## src/rtl/acc_alu_pkg.sv

```systemverilog
package acc_alu_pkg;
  localparam int OP_W = 3;

  typedef enum logic [OP_W-1:0] {
    OP_AND  = 3'd0,
    OP_ADD  = 3'd1,
    OP_PASS = 3'd2,
    OP_CHAR = 3'd3,
    OP_INV  = 3'd4,
    OP_SHR  = 3'd5,
    OP_SHL  = 3'd6,
    OP_NONE = 3'd7
  } alu_op_e;
endpackage

```

## src/rtl/acc_alu_logic.sv

```systemverilog
module acc_alu_logic
  import acc_alu_pkg::*;
#(
  parameter int W  = 16,
  parameter int CW = 8
) (
  input  alu_op_e        op,
  input  logic [W-1:0]   acc,
  input  logic           ext,
  input  logic [W-1:0]   data,
  input  logic [CW-1:0]  chr,
  output logic [W-1:0]   res,
  output logic           res_ext,
  output logic           op_valid,
  output logic           op_sets_ext
);
  localparam int SW = W + 1;

  logic [W-1:0] chr_ext;

  function automatic logic [SW-1:0] f_add(input logic [W-1:0] a, input logic [W-1:0] b);
    return {1'b0, a} + {1'b0, b};
  endfunction

  function automatic logic [SW-1:0] f_shr(input logic f, input logic [W-1:0] a);
    return {f, a};
  endfunction

  function automatic logic [SW-1:0] f_shl(input logic f, input logic [W-1:0] a);
    return {a, f};
  endfunction

  generate
    if (W > CW) begin : g_pad
      assign chr_ext = {{(W-CW){1'b0}}, chr};
    end else begin : g_trunc
      assign chr_ext = chr[W-1:0];
    end
  endgenerate

  logic [SW-1:0] sum_w;
  logic [SW-1:0] shr_w;
  logic [SW-1:0] shl_w;

  assign sum_w = f_add(acc, data);
  assign shr_w = f_shr(ext, acc);
  assign shl_w = f_shl(ext, acc);

  always_comb begin
    res         = acc;
    res_ext     = ext;
    op_valid    = 1'b1;
    op_sets_ext = 1'b0;
    unique case (op)
      OP_AND:  res = acc & data;
      OP_ADD:  begin
        res         = sum_w[W-1:0];
        res_ext     = sum_w[W];
        op_sets_ext = 1'b1;
      end
      OP_PASS: res = data;
      OP_CHAR: res = chr_ext;
      OP_INV:  res = ~acc;
      OP_SHR:  begin
        res         = shr_w[W:1];
        res_ext     = shr_w[0];
        op_sets_ext = 1'b1;
      end
      OP_SHL:  begin
        res         = shl_w[W-1:0];
        res_ext     = shl_w[W];
        op_sets_ext = 1'b1;
      end
      default: op_valid = 1'b0;
    endcase
  end

  always_comb begin
    if (op_sets_ext && op == OP_SHR) begin
      AST_SHR_FLAG_IN: assert (res[W-1] == ext);
    end
    if (op_sets_ext && op == OP_SHL) begin
      AST_SHL_FLAG_IN: assert (res[0] == ext);
    end
  end
endmodule

```

## src/rtl/acc_ext_flag.sv

```systemverilog
module acc_ext_flag (
  input  logic clk,
  input  logic rst_n,
  input  logic alu_wr,
  input  logic alu_val,
  input  logic clr,
  input  logic inv,
  output logic ext_q
);
  logic ext_d;

  always_comb begin
    if (alu_wr)      ext_d = alu_val;
    else if (clr)    ext_d = 1'b0;
    else if (inv)    ext_d = ~ext_q;
    else             ext_d = ext_q;
  end

  always_ff @(posedge clk or negedge rst_n) begin
    if (!rst_n) ext_q <= 1'b0;
    else        ext_q <= ext_d;
  end

  AST_FLAG_CLEAR: assert property (@(posedge clk) disable iff (!rst_n)
    (!alu_wr && clr) |=> !ext_q);
  AST_FLAG_INVERT: assert property (@(posedge clk) disable iff (!rst_n)
    (!alu_wr && !clr && inv) |=> (ext_q != $past(ext_q)));
  AST_FLAG_ALU_WINS: assert property (@(posedge clk) disable iff (!rst_n)
    alu_wr |=> (ext_q == $past(alu_val)));
  AST_FLAG_KEEP: assert property (@(posedge clk) disable iff (!rst_n)
    (!alu_wr && !clr && !inv) |=> $stable(ext_q));
endmodule

```

## src/rtl/acc_reg.sv

```systemverilog
module acc_reg #(
  parameter int W = 16
) (
  input  logic         clk,
  input  logic         rst_n,
  input  logic         ld,
  input  logic [W-1:0] d,
  output logic [W-1:0] q
);
  always_ff @(posedge clk or negedge rst_n) begin
    if (!rst_n)  q <= '0;
    else if (ld) q <= d;
  end

  AST_ACC_HOLD: assert property (@(posedge clk) disable iff (!rst_n)
    !ld |=> $stable(q));
  AST_ACC_ONE_EDGE: assert property (@(posedge clk) disable iff (!rst_n)
    ld |=> (q == $past(d)));
endmodule

```

## src/rtl/acc_alu_top.sv

```systemverilog
module acc_alu_top
  import acc_alu_pkg::*;
#(
  parameter int W  = 16,
  parameter int CW = 8
) (
  input  logic          clk,
  input  logic          rst_n,
  input  logic          acc_ld,
  input  logic [2:0]    op_sel,
  input  logic [W-1:0]  data_in,
  input  logic [CW-1:0] char_in,
  input  logic          ext_clr,
  input  logic          ext_inv,
  output logic [W-1:0]  acc_q,
  output logic          ext_q
);
  alu_op_e      op;
  logic [W-1:0] res;
  logic         res_ext;
  logic         op_valid;
  logic         op_sets_ext;
  logic         acc_load_en;
  logic         ext_alu_wr;

  assign op          = alu_op_e'(op_sel);
  assign acc_load_en = acc_ld && op_valid;
  assign ext_alu_wr  = acc_load_en && op_sets_ext;

  acc_alu_logic #(.W(W), .CW(CW)) u_logic (
    .op          (op),
    .acc         (acc_q),
    .ext         (ext_q),
    .data        (data_in),
    .chr         (char_in),
    .res         (res),
    .res_ext     (res_ext),
    .op_valid    (op_valid),
    .op_sets_ext (op_sets_ext)
  );

  acc_reg #(.W(W)) u_acc (
    .clk   (clk),
    .rst_n (rst_n),
    .ld    (acc_load_en),
    .d     (res),
    .q     (acc_q)
  );

  acc_ext_flag u_ext (
    .clk     (clk),
    .rst_n   (rst_n),
    .alu_wr  (ext_alu_wr),
    .alu_val (res_ext),
    .clr     (ext_clr),
    .inv     (ext_inv),
    .ext_q   (ext_q)
  );

  AST_ADD_CARRY: assert property (@(posedge clk) disable iff (!rst_n)
    (acc_ld && op_sel == 3'd1) |=>
      ({ext_q, acc_q} == ({1'b0, $past(acc_q)} + {1'b0, $past(data_in)})));
  AST_CHAR_UPPER_ZERO: assert property (@(posedge clk) disable iff (!rst_n)
    (acc_ld && op_sel == 3'd3) |=> ((acc_q >> CW) == '0));
  AST_INVERT_ACC: assert property (@(posedge clk) disable iff (!rst_n)
    (acc_ld && op_sel == 3'd4) |=> (acc_q == ~$past(acc_q)));
  AST_NONE_IGNORED: assert property (@(posedge clk) disable iff (!rst_n)
    (op_sel == 3'd7 && !ext_clr && !ext_inv) |=> ($stable(acc_q) && $stable(ext_q)));
endmodule

```

## config.mk

```make
export PLATFORM = sky130hd
export DESIGN_NAME = acc_alu_top
export DESIGN_NICKNAME = d
export VERILOG_FILES = /design/src/rtl/acc_alu_pkg.sv /design/src/rtl/acc_alu_logic.sv /design/src/rtl/acc_ext_flag.sv /design/src/rtl/acc_reg.sv /design/src/rtl/acc_alu_top.sv
export SDC_FILE = /design/constraint.sdc
export NUM_CORES = 1
export LEC_CHECK = 0
export ABC_AREA = 1
export BUFFER_PORTS_ARGS = -buffer_cell sky130_fd_sc_hd__buf_2
export CORE_UTILIZATION = 50
export CTS_CLUSTER_DIAMETER = 150
export DETAILED_ROUTE_END_ITERATION = 16
export PLACE_DENSITY = 0.75
export SYNTH_ARGS = -nofsm -noshare
export SYNTH_HDL_FRONTEND = slang
export SYNTH_SLANG_ARGS = --single-unit
```

## constraint.sdc

```tcl
create_clock -name clk -period 1.85 [get_ports clk]
set_input_delay 0.0925 -clock clk [delete_from_list [all_inputs] [get_ports clk]]
set_output_delay 0.0925 -clock clk [all_outputs]
set_load 0.1 [all_outputs]
```

==> results.md <==
- Internal: 1.24 mW
- Clock buffer depth: 2
- Syn avg cell area: 5.64 um2
- Global route overflow: 0
- Hold Startpoint: ext_clr
- Worst Hold Class: input port to flop
- Hold endpoint: u_ext.ext_q
- Fillers: 405
- 1st-iter DRT viols: ~320
- Maxcap violations: 0
- Rel. slew slack: 0.673
- Achievable clock frequency: 540 MHz
- Vias in the first global route: 2792
- CP Launch Type: flop
- Vias: 3089
- Cell variety after synth: 36
- Fin crit share: 1.00
- Crit-path leading delay family: simple AND/OR/NAND/NOR gates
- Pwr/cell area: about 890 mW/mm2
- GRT Total Usage: 0.324
- Largest net degree at the start of global routing: 18
- Area Growth Syn to Fin: 31.4%
- Main flop type after synthesis: dfrtp_1
- P_sw: 1.60 mW
- Power share of the clock group: 0.113
- Sw frac: 0.563
- Status: finished, violations left
- IO Port Bufs: 48
- Initial Utilization: 0.537
- Final net count: approximately 540
- YS warnings: 0
- Worst skew pair latency: 0.27 ns
- Layout Cells excl Fill: roughly 540
- Register area share after synthesis: 0.176
- # diodes: 0
- Clk sinks: 17
- Tightest Pin Transition: 0.495 ns
- Post-Syn Area: 0.00242 mm2
- Unrepaired setup endpoints after global routing: true
- Crit. End Element: flop
- R2R Setup Slk: -0.002 ns
- H-tree levels: 1
- Data required, critical path: 2.02 ns
- Register-to-Register Path Depth: 12
- Initial antenna violation count: 0
- Commonest non-fill, non-tap cell in the layout: nand2_1
- DR vias/cell: between 5 and 6
- Critical Path, Cell by Cell: ha_4 -> inv_2 -> fa_2 -> inv_2 -> nand3_2 -> nand3_4 -> a21oi_4 -> or2_4 -> nand3_4 -> nand2_2 -> nand2_1 -> nand2_1
- Hold Fails Final Rpt: 0
- Buffers plus inverters on the worst setup path: 2
- Setup Crit Path Kind: flop to flop
- Failing checks: setup timing
- Final setup viols: 1
- Worst Slack Setup Final: -0.00209 ns
- Worst vdd ir: 0.694 mV
- Fin Setup TNS: -0.00209 ns
- Core area: 0.00450 mm2
- Post-DR wirelength/cell: 15.6 um
- CTS tree: built
- Die width: slightly above 70 um
- Slowest cell on crit path: dfrtp_4
- Final WL: about 8.5 mm
- Root buf cell: clkbuf_8
- Flops & latches, synth: 17
- RR Endpoint: u_acc.q[8]
- Fin crit period: 1.85 ns
- Pins Over Slew Limit: 0
- DRC viols: 0
- Gate power share: 0.691
- Lkg Pwr: 1.67 nW
- Antenna-violating nets left: 0
- Worst R2R Start: u_acc.q[0]
- Clock transition at the registers of the reported paths: ~0.080 ns
- HPWL Detailed: 6.11 mm
- Worst Clk Skew: 0.00311 ns
- Async SR Flop Fraction: 1.00
- Sequential group share of total power: 0.196
- Fraction of layout cells with a size suffix above 1: 0.295
- Die Height: approximately 72 um
- Synth Instances: 429
- Dpl ws: 0.00856 ns
- EDFF count, synth: 0
- Commonest non-fill, non-tap cells in the layout: 156 x nand2_1, 63 x inv_1, 48 x buf_2, 32 x nor2_1, 22 x a21oi_1
- First-pass GRT wire length: between 10 and 15 mm
- Max FO, Critical Path: 4
- First-pass iteration count of the detailed router: 5
- Inserted Clock Buffers: 3
- Num rows: 24
- Max incr delay on CP: 0.44 ns
- Die ar.: just over 0.005 mm2
- Worst hold stages: 4
- Placed instance count: approximately 540
- Syn Nets: 478
- Critical Path AT: 2.02 ns
- IO Pins: 49
- Routability congestion estimate: 0.926
## worst max path at each step
stage	end	start	slack, ns	cells past startpoint
global placement	u_acc.q[8]	u_acc.q[0]	0.05	12
global route	u_acc.q[8]	u_acc.q[0]	-0.10	12
CTS	u_acc.q[8]	u_acc.q[0]	0.007	12
floorplan	u_acc.q[8]	u_acc.q[0]	-0.14	12
detailed placement	u_acc.q[8]	u_acc.q[0]	0.009	12
finish	u_acc.q[8]	u_acc.q[0]	-0.002	12
## tightest hold or removal path: stages
cell     delay (ns)
buf_2          0.08
nor2_1         0.03
a21oi_1        0.15
a21oi_1        0.05
## cell usage after synthesis, types with 2 or more instances
master,count,area (um2)
buf_6,2,22.5
dfrtp_1,17,425
nand3b_1,2,15.0
nand4_1,4,25.0
o221ai_1,7,61.3
nand2_2,2,12.5
nand3_1,25,125
buf_4,3,22.5
o22ai_1,5,31.3
nor2_1,34,128
o211ai_1,3,22.5
nand2_1,167,627
o2111ai_1,2,17.5
or2_2,5,31.3
inv_2,2,7.51
ha_1,16,200
nand3_2,2,20.0
buf_2,3,15.0
inv_1,65,244
a21oi_1,24,120
o21ai_0,9,45.0
o21ai_1,3,15.0
nor3_1,14,70.1
## final cells by class
type,instances,area [um2],area share
Tap cell,52,65.1,0.0205
Timing Repair Buffer,68,393,0.124
Multi-Input combinational cell,335,1950,0.613
Clock buffer,4,45.0,0.0142
Inverter,68,255,0.0803
Sequential cell,17,473,0.149
## metrics by stage
stage | util | hold slack, ns | total power, mW | area (um2)
finish | 0.706 | 0.168 | 2.84 | 3180
global route | 0.706 | 0.217 | 3.01 | 3180
CTS | 0.662 | 0.175 | 2.64 | 2980
detailed placement | 0.650 | 0.0739 | 2.32 | 2930
global placement | 0.650 | 0.0748 | 2.30 | 2930
floorplan | - | -0.203 | 1.91 | 2570
## cells by family after synthesis
group	synth area share
xor+xnor	0.00362
compound gates	0.140
buf+inv	0.132
flops	0.176
fa+ha+maj	0.0910
simple gates	0.458
## state kept, by name, summed over array words and instances, names as in the netlist
register / count
u_acc.q: 16
u_ext.ext_q: 1
## per-layer routing
layer | track usage | vias to the layer above | share of wire
met3 | 0.0450 | 15 | 0.096
met4 | 0.144 | 0 | 0.016
met5 | 0 | - | 0
li1 | - | 1503 | -
met1 | 0.455 | 1401 | 0.43
met2 | 0.496 | 170 | 0.45
## power groups by stage
stage	Sequential (mW)	Combinational [mW]	Clock [mW]
2_1_floorplan	1.07	0.838	0
4_1_cts	0.548	1.77	0.318
3_5_place_dp	0.556	1.76	0
3_3_place_gp	0.554	1.74	0
6_report	0.558	1.96	0.319
5_1_grt	0.569	2.12	0.325
## timing repair
action,4_1_cts,5_1_grt
setup endpoints to repair,1,13
resized for setup,0,36
buffers inserted,0,4
pin swaps,1,7
hold buffers,1,0
hold endpoints to repair,17,0
Power figures use the tool's default switching activity.
